<file path="config.mk">
export PLATFORM = sky130hd
export DESIGN_NAME = gpio_mode_port
export DESIGN_NICKNAME = d
export VERILOG_FILES = /design/src/rtl/gpio_port_pkg.sv /design/src/rtl/gpio_reg_bank.sv /design/src/rtl/gpio_in_sync.sv /design/src/rtl/gpio_pin_ctrl.sv /design/src/rtl/gpio_mode_port.sv
export SDC_FILE = /design/constraint.sdc
export NUM_CORES = 1
export LEC_CHECK = 0
export BUFFER_PORTS_ARGS = -buffer_cell sky130_fd_sc_hd__buf_2
export CORE_MARGIN = 4
export CORE_UTILIZATION = 45
export CTS_BUF_LIST = sky130_fd_sc_hd__clkbuf_2
export DETAILED_ROUTE_END_ITERATION = 16
export GPL_TIMING_DRIVEN = 1
export HOLD_SLACK_MARGIN = 0.15
export PLACE_DENSITY = 0.82
export SLEW_MARGIN = 30
export SYNTH_ARGS = -nofsm -noshare
export SYNTH_HDL_FRONTEND = slang
export SYNTH_SLANG_ARGS = --single-unit
export TNS_END_PERCENT = 100
</file>
<file path="constraint.sdc">
create_clock -name clk -period 5.6 [get_ports clk]
set_clock_uncertainty 0.1 [all_clocks]
set_input_delay 0.56 -clock clk [delete_from_list [all_inputs] [get_ports clk]]
set_output_delay 0.56 -clock clk [all_outputs]
set_load 0.02 [all_outputs]
</file>
<file path="src/rtl/gpio_port_pkg.sv">
package gpio_port_pkg;

    localparam int PORT_W = 8;
    localparam int ADDR_W = 16;
    localparam int MODE_W = 3;

    localparam logic [ADDR_W-1:0] ADR_DIR = 16'hFEBC;
    localparam logic [ADDR_W-1:0] ADR_LAT = 16'hFF6C;
    localparam logic [ADDR_W-1:0] ADR_PIN = 16'hFF5C;
    localparam logic [ADDR_W-1:0] ADR_PUP = 16'hFF73;

    // Fixed pattern returned for the unreadable direction register
    localparam logic [PORT_W-1:0] DIR_RD_FILL = '1;

    typedef enum logic [2:0] {
        REG_NONE,
        REG_DIR,
        REG_LAT,
        REG_PIN,
        REG_PUP
    } reg_sel_e;

    typedef enum logic [1:0] {
        PM_OFF,
        PM_GPIO,
        PM_EXTBUS
    } port_mode_e;

    typedef struct packed {
        logic [PORT_W-1:0] dir;
        logic [PORT_W-1:0] lat;
        logic [PORT_W-1:0] pup;
    } port_regs_t;

    typedef struct packed {
        logic [PORT_W-1:0] oe;
        logic [PORT_W-1:0] out;
        logic [PORT_W-1:0] pu;
    } pin_drive_t;

    function automatic reg_sel_e decode_addr(input logic [ADDR_W-1:0] a);
        reg_sel_e r;
        case (a)
            ADR_DIR: r = REG_DIR;
            ADR_LAT: r = REG_LAT;
            ADR_PIN: r = REG_PIN;
            ADR_PUP: r = REG_PUP;
            default: r = REG_NONE;
        endcase
        return r;
    endfunction

    function automatic port_mode_e classify_mode(input logic [MODE_W-1:0] m);
        port_mode_e r;
        case (m)
            3'd3, 3'd7:                   r = PM_GPIO;
            3'd1, 3'd2, 3'd4, 3'd5, 3'd6: r = PM_EXTBUS;
            default:                      r = PM_OFF;
        endcase
        return r;
    endfunction

endpackage

</file>
<file path="src/rtl/gpio_reg_bank.sv">
module gpio_reg_bank
    import gpio_port_pkg::*;
(
    input  logic              clk,
    input  logic              rst_por,
    input  logic              rst_man,
    input  logic              hw_stby,
    input  logic              sw_stby,
    input  logic              wr_en,
    input  reg_sel_e          wr_sel,
    input  logic [PORT_W-1:0] wr_data,
    output port_regs_t        regs
);

    port_regs_t regs_q;
    logic       wr_ok;

    // Writes are blocked by any reset or standby condition
    assign wr_ok = wr_en && !rst_man && !hw_stby && !sw_stby;

    always_ff @(posedge clk) begin
        if (rst_por || hw_stby) begin
            regs_q <= '0;
        end else if (rst_man) begin
            regs_q.lat <= '0;
            regs_q.pup <= '0;
        end else if (wr_ok) begin
            case (wr_sel)
                REG_DIR: regs_q.dir <= wr_data;
                REG_LAT: regs_q.lat <= wr_data;
                REG_PUP: regs_q.pup <= wr_data;
                default: ;
            endcase
        end
    end

    assign regs = regs_q;

    // hardware standby clears direction
    a_r3_hwstby_clears_dir: assert property (@(posedge clk) disable iff (rst_por)
        hw_stby |=> (regs_q.dir == '0));

    // manual reset and software standby keep direction
    a_r4_dir_kept: assert property (@(posedge clk) disable iff (rst_por)
        (!hw_stby && (rst_man || sw_stby)) |=> $stable(regs_q.dir));

    // pin-state writes touch nothing
    a_r10_pin_write_ignored: assert property (@(posedge clk) disable iff (rst_por)
        (wr_en && wr_sel == REG_PIN && !hw_stby && !rst_man) |=> $stable(regs_q));

endmodule

</file>
<file path="src/rtl/gpio_in_sync.sv">
module gpio_in_sync #(
    parameter int W = 8
) (
    input  logic         clk,
    input  logic         rst,
    input  logic [W-1:0] pin_async,
    output logic [W-1:0] pin_sync
);

    logic [W-1:0] stage1_q;
    logic [W-1:0] stage2_q;

    always_ff @(posedge clk) begin
        if (rst) begin
            stage1_q <= '0;
            stage2_q <= '0;
        end else begin
            stage1_q <= pin_async;
            stage2_q <= stage1_q;
        end
    end

    assign pin_sync = stage2_q;

    // Checker-only age counter, saturating at two edges after reset
    logic [1:0] age_q;
    always_ff @(posedge clk) begin
        if (rst) age_q <= 2'd0;
        else if (age_q != 2'd2) age_q <= age_q + 2'd1;
    end

    // two-edge latency from pin to synchronized value
    a_r9_two_stage_latency: assert property (@(posedge clk) disable iff (rst)
        (age_q == 2'd2) |-> (pin_sync == $past(pin_async, 2)));

endmodule

</file>
<file path="src/rtl/gpio_pin_ctrl.sv">
module gpio_pin_ctrl
    import gpio_port_pkg::*;
(
    input  port_mode_e        pmode,
    input  port_regs_t        regs,
    input  logic [PORT_W-1:0] pin_sync,
    output pin_drive_t        drv,
    output logic [PORT_W-1:0] pin_view
);

    logic gpio_on;
    assign gpio_on = (pmode == PM_GPIO);

    for (genvar i = 0; i < PORT_W; i++) begin : g_pin
        logic is_out;
        assign is_out      = gpio_on && regs.dir[i];
        assign drv.oe[i]   = is_out;
        assign drv.out[i]  = is_out && regs.lat[i];
        assign drv.pu[i]   = gpio_on && !regs.dir[i] && regs.pup[i];
        assign pin_view[i] = is_out ? regs.lat[i] : pin_sync[i];
    end

endmodule

</file>
<file path="src/rtl/gpio_mode_port.sv">
module gpio_mode_port
    import gpio_port_pkg::*;
(
    input  logic              clk,
    input  logic              rst_por,
    input  logic              rst_man,
    input  logic              hw_stby,
    input  logic              sw_stby,
    input  logic [MODE_W-1:0] mode,
    input  logic              bus_sel,
    input  logic              bus_we,
    input  logic [ADDR_W-1:0] bus_addr,
    input  logic [PORT_W-1:0] bus_wdata,
    output logic [PORT_W-1:0] bus_rdata,
    input  logic [PORT_W-1:0] pin_in,
    output logic [PORT_W-1:0] pin_oe,
    output logic [PORT_W-1:0] pin_out,
    output logic [PORT_W-1:0] pin_pu,
    output logic              ext_bus_owned
);

    reg_sel_e          sel;
    port_mode_e        pmode;
    port_regs_t        regs;
    pin_drive_t        drv;
    logic [PORT_W-1:0] pin_sync;
    logic [PORT_W-1:0] pin_view;

    assign sel   = decode_addr(bus_addr);
    assign pmode = classify_mode(mode);

    gpio_reg_bank u_regs (
        .clk     (clk),
        .rst_por (rst_por),
        .rst_man (rst_man),
        .hw_stby (hw_stby),
        .sw_stby (sw_stby),
        .wr_en   (bus_sel && bus_we),
        .wr_sel  (sel),
        .wr_data (bus_wdata),
        .regs    (regs)
    );

    gpio_in_sync #(.W(PORT_W)) u_sync (
        .clk       (clk),
        .rst       (rst_por),
        .pin_async (pin_in),
        .pin_sync  (pin_sync)
    );

    gpio_pin_ctrl u_ctrl (
        .pmode    (pmode),
        .regs     (regs),
        .pin_sync (pin_sync),
        .drv      (drv),
        .pin_view (pin_view)
    );

    always_comb begin
        bus_rdata = '0;
        if (bus_sel && !bus_we) begin
            case (sel)
                REG_DIR: bus_rdata = DIR_RD_FILL;
                REG_LAT: bus_rdata = regs.lat;
                REG_PIN: bus_rdata = pin_view;
                REG_PUP: bus_rdata = regs.pup;
                default: bus_rdata = '0;
            endcase
        end
    end

    assign pin_oe        = drv.oe;
    assign pin_out       = drv.out;
    assign pin_pu        = drv.pu;
    assign ext_bus_owned = (pmode == PM_EXTBUS);

    // direction address never reveals stored contents
    a_r2_dir_reads_ones: assert property (@(posedge clk) disable iff (rst_por)
        (bus_sel && !bus_we && bus_addr == ADR_DIR) |-> (bus_rdata == '1));

    // bus-owned modes drive nothing from GPIO
    a_r6_extbus_quiet: assert property (@(posedge clk) disable iff (rst_por)
        ext_bus_owned |-> (pin_oe == '0 && pin_pu == '0 && pin_out == '0));

    // never pull up a pin that is driving
    a_r8_pu_not_on_output: assert property (@(posedge clk) disable iff (rst_por)
        ((pin_pu & pin_oe) == '0));

    // an undriven pin outputs 0
    a_r5_out_within_oe: assert property (@(posedge clk) disable iff (rst_por)
        ((pin_out & ~pin_oe) == '0));

endmodule

</file>
### After elaboration in Yosys (flattened, before gate mapping)

Index checks and enable logic that the tools add are counted.

* bits in registers: 40
* bits of input ports: 42
* output and inout bits: 33

* eq/ne operators: 17
* muxes and demuxes: 12
* bitwise operators: 1
* reductions and logical operators: 56

Operators with widths (count)
* == test 16 bit (second input constant): 4
* logical AND 1 bit: 37
* case mux 8 bit (4 select lines): 1
* == test 3 bit (second input constant): 5
* == test 3 x 2 -> 1 bit (second input constant): 4
* logical NOT 1 bit: 12
* case mux 3 bit (4 select lines): 1
* two-way mux 1 bit: 8
* two-way mux 8 bit: 1
* == test 3 x 1 -> 1 bit (second input constant): 2
* OR reduction 5 bit: 1
* case mux 2 bit (2 select lines): 1
* AND reduction 2 bit: 2
* OR reduction 2 bit: 2
* AND reduction 3 bit: 1
* == test 2 x 1 -> 1 bit (second input constant): 1
* == test 2 bit (second input constant): 1
* logical OR 1 bit: 1
* NOT 1 bit: 1

### Logic depth before layout (Yosys ltp)

Gate-level depths: netlist of run 1.

* depth after elaboration: 8
* depth in mapped cells: 8
* depth with buffers taken out: 7

### Cells and area by module

A second synthesis of run 1 with hierarchy kept.

* cell total of the unflattened synthesis: 256
* area total of the unflattened synthesis: 2424.8 um^2

Modules (own cells, without submodules)
* gpio_reg_bank: instances 1, cells an instance 105, area an instance 1001.0 um^2
* gpio_mode_port: instances 1, cells an instance 66, area an instance 561.8 um^2
* gpio_in_sync: instances 1, cells an instance 33, area an instance 464.2 um^2
* gpio_pin_ctrl: instances 1, cells an instance 52, area an instance 397.9 um^2

### Least setup slack after synthesis of run 1

No wires, ideal clock.

* path type: input to output
* start point: input bus_addr[7]
* end point: output bus_rdata[0]
* arrival time: 2.137 ns
* setup slack: 2.803 ns
* stages on the path: 5
* buffers on the path: 0
* cell sequence: nand3b_1 nor4_4 nand2_1 a311oi_2 o31a_1

* longest elaborated chain between the ends: 5

RTL lines
* start: declaration: RTL line gpio_mode_port.sv:12 `input logic [ADDR_W-1:0] bus_addr,`
* == test 16 bit: RTL line gpio_port_pkg.sv:43 `case (a)`
* case mux 3 bit (4 select lines) (*): RTL line gpio_port_pkg.sv:43
* == test 3 bit, or another cell as far along: RTL line gpio_mode_port.sv:62 `case (sel)`
* case mux 8 bit (4 select lines) (*): RTL line gpio_mode_port.sv:62
* two-way mux 8 bit (*): RTL line gpio_mode_port.sv:61 `if (bus_sel && !bus_we) begin`
* end: declaration: RTL line gpio_mode_port.sv:14 `output logic [PORT_W-1:0] bus_rdata,`

Every way passes the cells marked *; elsewhere a longest branch is shown, timed or not.

### Worst setup path in the final report of run 1

* start point: input bus_addr[7]
* end point: output bus_rdata[3]

Same word-level chain as after synthesis.

==> results of run 1 <==
critical path, cell delays in order:
cell and delay [ns]:
buf_2 0.11, nand3b_1 0.28, nor4_4 0.55, nand2_1 0.14
a311oi_2 0.80, o31a_1 0.25, buf_2 0.16
path summary, 6_finish.rpt:
| check | cells past startpoint | end | start | slack (ns) |
|---|---|---|---|---|
| setup reg to reg | 2 | u_regs.regs[20]$_SDFFE_PP0P_ | u_regs.regs[20]$_SDFFE_PP0P_ | 4.83 |
| hold reg to reg | 1 | u_sync.pin_sync[7]$_SDFF_PP0_ | u_sync.stage1_q[7]$_SDFF_PP0_ | 0.36 |
| setup / recovery | 7 | bus_rdata[3] | bus_addr[7] | 2.09 |
| hold / removal | 2 | u_sync.stage1_q[6]$_SDFF_PP0_ | pin_in[6] | 0.25 |
kinds of logic (layout without fill, tap and decap cells):
family	after synthesis	after routing	share of synthesized area [%]
xor gates and xnor gates	1	1	0.423
buffers and inverters	26	91	6.29
AOI/OAI and AO/OA	21	21	7.92
DFF	40	40	38.7
muxes	24	24	11.6
and+or+nand+nor	129	129	35.1
final cells by class:
type	instances	area [µm²]	area share [%]
tap	52	65.1	2.65
clock buffer	5	25.0	1.02
timing repair buffer	75	378	15.4
inverter	9	33.8	1.38
multi-input combinational	175	1140	46.6
sequential	40	801	32.6
clock inverter	2	7.51	0.306
layer usage:
metal	GRT usage (%)	wire length [µm]	vias to the layer above	part of all wire, %
met1	23.6	2300	872	42
li1	-	-	950	-
met3	5.41	406	6	7.5
met5	0	0	-	0
met4	6.41	44	0	0.81
met2	33.9	2670	63	49
power groups by stage:
stage | Sequential [mW] | Clock, mW | Combinational, mW
after floorplan | 0.297 | 0 | 0.0196
after global placement | 0.297 | 0 | 0.0423
after detailed placement | 0.297 | 0 | 0.0433
after CTS | 0.291 | 0.117 | 0.0435
after global routing | 0.292 | 0.131 | 0.0477
final | 0.291 | 0.114 | 0.0434
placed cells by master, fill, tap and decap left out, drive strengths merged:
cell     synthesis  final
a2111o           1      1
a2111oi          1      1
a21boi           1      1
a21oi            9      9
a311oi           1      1
and2            10     10
and4b            1      1
buf             12     75
clkbuf           5      5
clkinv           0      2
dfxtp           40     40
inv              9      9
mux2i           24     24
nand2           21     21
nand3           18     18
nand3b           1      1
nand4            2      2
nand4b           1      1
nand4bb          4      4
nor2            36     36
nor2b           17     17
nor3             4      4
nor3b            8      8
nor4             2      2
nor4b            1      1
o31a             8      8
or2              1      1
or3              1      1
or4              1      1
xnor2            1      1
per-stage QoR:
stage / hold slack (ns) / total power, mW / utilization [%] / instance area, µm²
6_report: 0.249 / 0.449 / 55.6 / 2450
3_3_place_gp: 0.318 / 0.340 / 54.9 / 2420
4_1_cts: 0.251 / 0.452 / 55.6 / 2450
3_5_place_dp: 0.324 / 0.341 / 54.9 / 2420
2_1_floorplan: 0.314 / 0.317 / - / 2070
5_1_grt: 0.219 / 0.470 / 55.6 / 2450
flip-flops by register name, indices dropped and copies added (netlist names):
| register | flops |
|---|---|
| u_sync.pin_sync | 8 |
| u_sync.stage1_q | 8 |
| u_regs.regs | 24 |
==> metrics.yaml, run 1 <==
synth_top_cell_by_area: "dfxtp_1"
htreeDepth: 2
place.gp.congestion: 0.784
synth_edf_count: 0
cts_hold_buf: 0
yosys_register_bits: 40
syn-num-nets: 283
tritoncts: "done"
cp_max_fo: 10
maxCapViolCount: 0
power.switching_mw: 0.115
synth_top_cell_area_share_pct: 38.7
post-synth-top-count-cell: "dfxtp_1"
tns_ns: 0
grt_first_pass_wirelength_um: 8400
internal_power_mw: 0.335
start_util_pct: 46.9
antenna_found_initial: 0
min_path_type: "input port to register"
vdd_drop_max_v: 0.000125
p_clk_share_pct: 25.5
grt_pass1_vias: 1835
placedCellCount: 351
track_usage_pct: 19.7
cp.arrival_ns: 2.85
drc_errors: 0
end_kind: "output port"
required_ns: 4.94
first_pass_iters: 4
ys_seq_area_share_pct: 38.7
ys.flop_type: "dfxtp_1"
p_per_area_nw_per_um2: 183
period_minus_slack_ns: 3.51
viasPerCell: 5.28
wire_per_inst_um: 15.1
die_w_um: 75.8
final.fill_count: 425
cts_setup_buffers: 0
grt-ovfl-total: 0
port_buffers: 74
grt_setup_unrepaired: "no"
worst_pin_slew_ns: 0.883
seqPwrFrac_pct: 64.9
grt_max_degree: 19
synth_cell_types: 34
synthToLayoutAreaGrowth_pct: 18.6
cts_resized: 0
maxSlewViolCount: 0
dieHeight_um: 75.8
drive_gt1_share_pct: 31.4
cts.sinks: 40
pin_count: 75
synth_cells: 241
ys_warn_count: 0
rows: 24
stdcell_count: 358
synth.avg_cell_area_um2: 8.59
antennaDiodeCount: 0
sw_frac_of_total_pct: 25.5
status: "completed"
criticalPathCategory: "input port to output port"
worst_slack_ns: 2.09
drt_iter0_drc: 105
fmax_mhz: 285
totalWireLength_um: 5420
path_clk_slew_ns: 0.19
syn_area_um2: 2070
synthTopCellsByArea: "dfxtp_1, mux2i_1, nor2_1, nor2b_1, nand3_1"
dieArea_um2: 5750
synthArstFlopShare_pct: 0
coreArea_um2: 4410
place_hpwl_um: 4020
combPwrFrac_pct: 9.7
finalNetCount: 348
setup_viol: 0
hold_violations: 0
ys_top_cells_by_count: "dfxtp_1, nor2_1, mux2i_1"
postRouteAntennaNets: 0
start_kind: "input port"
clockBufferDepth: 2
slew_headroom_pct: 41.1
fin_crit_sh_pct: 62.7
p_leak_nw: 1.04
numCtsBuffers: 5
clock_latency_ns: 0.39
vias: 1891
place_ws_ns: 2.06
cts_root_buf: "clkbuf_2"
Power figures use the tool's default switching activity.
==> run 2, diff against run 1 <==
ABC_AREA = 1   (was not set)
PLACE_DENSITY = 0.83   (was 0.82)
clock period = 2.99 ns   (was 5.6 ns; I/O delays follow)
==> run 2 against run 1 <==
Compared with the run above: clock-buffer cell count up 1; final cell count up 44%; non-clock buffer count rose by 18; largest power group unchanged; synthesized cell count grew 50%; register-to-register slack worse by 2.6 ns; worst setup slack worse by 1.2 ns; sequential power grew 88%; cell area grew 16%; sequential share of layout area shrank 4.4 points; die area grew 7.7%; first-iteration DRC count increased by 50%.
==> metrics.yaml, run 2 <==
status: "completed"
ff2ff_path_depth: 2
end_kind: "output port"
worst_pin_slew_ns: 0.553
clockBufferDepth: 2
cts.sinks: 40
crit_path_end: "bus_rdata[0]"
vdd_drop_max_v: 0.000260
cts_resized: 0
port_buffers: 74
coreArea_um2: 4790
final_common_cell: "nand2_1"
postRouteAntennaNets: 0
power_mw: 0.873
synth_cells: 361
synth.avg_cell_area_um2: 6.22
antenna_found_initial: 0
ys_top_cells_by_count: "nand2_1, nor2_1, inv_1"
drc_errors: 0
criticalPathCategory: "input port to output port"
cts_hold_buf: 19
htreeDepth: 2
fin_crit_sh_pct: 70.5
crit_family: "simple AND/OR/NAND/NOR gates"
antennaDiodeCount: 0
start_util_pct: 47.0
tritoncts: "done"
synthArstFlopShare_pct: 0
worstPathCellList: "buf_2 > nor3_1 > nand2_1 > nor2_4 > inv_2 > nand2_1 > o21ai_2 > nor2_1 > buf_2"
synthTopCellsByArea: "dfxtp_1, nand2_1, nor2_1, inv_1, a21oi_1"
drive_gt1_share_pct: 23.4
drt_iter0_drc: 157
setup_viol: 0
rows: 25
maxCapViolCount: 0
required_ns: 2.59
layout_common_cells: "nand2_1, buf_2, nor2_1"
cp_max_fo: 10
start_kind: "input port"
place_ws_ns: 0.914
slew_headroom_pct: 63.1
track_usage_pct: 19.4
grt_setup_unrepaired: "no"
syn_area_um2: 2250
synthToLayoutAreaGrowth_pct: 26.2
fmax_mhz: 475
finalNetCount: 490
tns_ns: 0
r2r_start: "u_regs.regs[1]$_SDFFE_PP0P_"
period_minus_slack_ns: 2.11
vias: 2524
dieHeight_um: 78.7
grt_first_pass_wirelength_um: 9740
r2r-end: "u_regs.regs[1]$_SDFFE_PP0P_"
crit_slowest_cell: "nor2_4"
p_per_area_nw_per_um2: 308
post_dp_cell_area_um2: 2610
dieArea_um2: 6190
cp.arrival_ns: 1.71
post-synth-top-count-cell: "nand2_1"
die_w_um: 78.7
grt-ovfl-total: 0
place.gp.congestion: 0.893
clock_latency_ns: 0.38
ys_warn_count: 0
fin_area_um2: 2840
min_path_type: "input port to register"
maxSlewViolCount: 0
numCtsBuffers: 5
viasPerCell: 4.90
ys.flop_type: "dfxtp_1"
path_buf_inv: 3
synth_cell_types: 23
cts_setup_buffers: 0
synth_top_cell_area_share_pct: 35.6
path_clk_slew_ns: 0.18
wire_per_inst_um: 11.2
yosys_register_bits: 40
hold_slack_ns: 0.229
syn-num-nets: 403
place_hpwl_um: 4460
hold_violations: 0
worst_slack_ns: 0.884
cts_root_buf: "clkbuf_2"
synth_edf_count: 0
grt_pass1_vias: 2239
cp.depth: 9
largest_register_ffs: 24
ys_seq_area_share_pct: 35.6
startpoint: "bus_addr[0]"
cpPeakStageDelay_ns: 0.26
grt_max_degree: 18
r2r_slack_ns: 2.19
totalWireLength_um: 5780
synth_top_cell_by_area: "dfxtp_1"
p_leak_nw: 1.43
first_pass_iters: 5
pin_count: 75
## run 2: cells by family (layout without fill, tap and decap cells)
| family | Yosys count | count (layout) | share of synthesized area (%) |
|---|---|---|---|
| flops | 40 | 40 | 35.6 |
| simple gates | 211 | 211 | 41.4 |
| compound gates | 41 | 41 | 9.63 |
| buf+inv | 69 | 156 | 13.4 |
## run 2: final cells by class
class	instances	area [µm²]
well taps	67	83.8
repair buffers	93	561
fillers	455	1950
flip-flops and latches	40	801
multi-input cells	252	1150
clock inverters	1	5.00
clock buffers	6	30.0
inverters	56	210
## run 2: worst min path at each step
stage / start / endpoint / cells past startpoint
after floorplan: u_sync.stage1_q[0]$_SDFF_PP0_ / u_sync.pin_sync[0]$_SDFF_PP0_ / 2
after global placement: u_sync.stage1_q[3]$_SDFF_PP0_ / u_sync.pin_sync[3]$_SDFF_PP0_ / 2
after detailed placement: u_sync.stage1_q[0]$_SDFF_PP0_ / u_sync.pin_sync[0]$_SDFF_PP0_ / 2
after CTS: hw_stby / u_regs.regs[22]$_SDFFE_PP0P_ / 4
after global routing: hw_stby / u_regs.regs[22]$_SDFFE_PP0P_ / 4
final: hw_stby / u_regs.regs[22]$_SDFFE_PP0P_ / 4
## run 2: routing by layer
layer | vias up | GRT usage, % | part of all wire [%]
met5 | - | 0 | 0
met4 | 0 | 8.04 | 2.6
li1 | 1273 | - | -
met3 | 16 | 4.01 | 9.1
met1 | 1110 | 25.7 | 44
met2 | 125 | 30.4 | 44
## run 2: report_power, final
group	switching (mW)	internal, mW	total [mW]	leakage, nW
sequential	0.00271	0.544	0.546	0.326
clock	0.164	0.0558	0.219	0.0288
combinational	0.0579	0.0498	0.108	1.07
## run 2: tightest hold or removal path, delay by kind of cell
kind | cells | cell delay [ns]
AOI/OAI and AO/OA | 1 | 0.06
buffers and inverters | 2 | 0.29
and+or+nand+nor | 1 | 0.05
## run 2: through the flow
step | instances | utilization (%)
after CTS | 515 | 59.3
after detailed placement | 489 | 54.6
after global routing | 515 | 59.3
after global placement | 489 | 54.6
final | 515 | 59.3
after floorplan | 361 | -
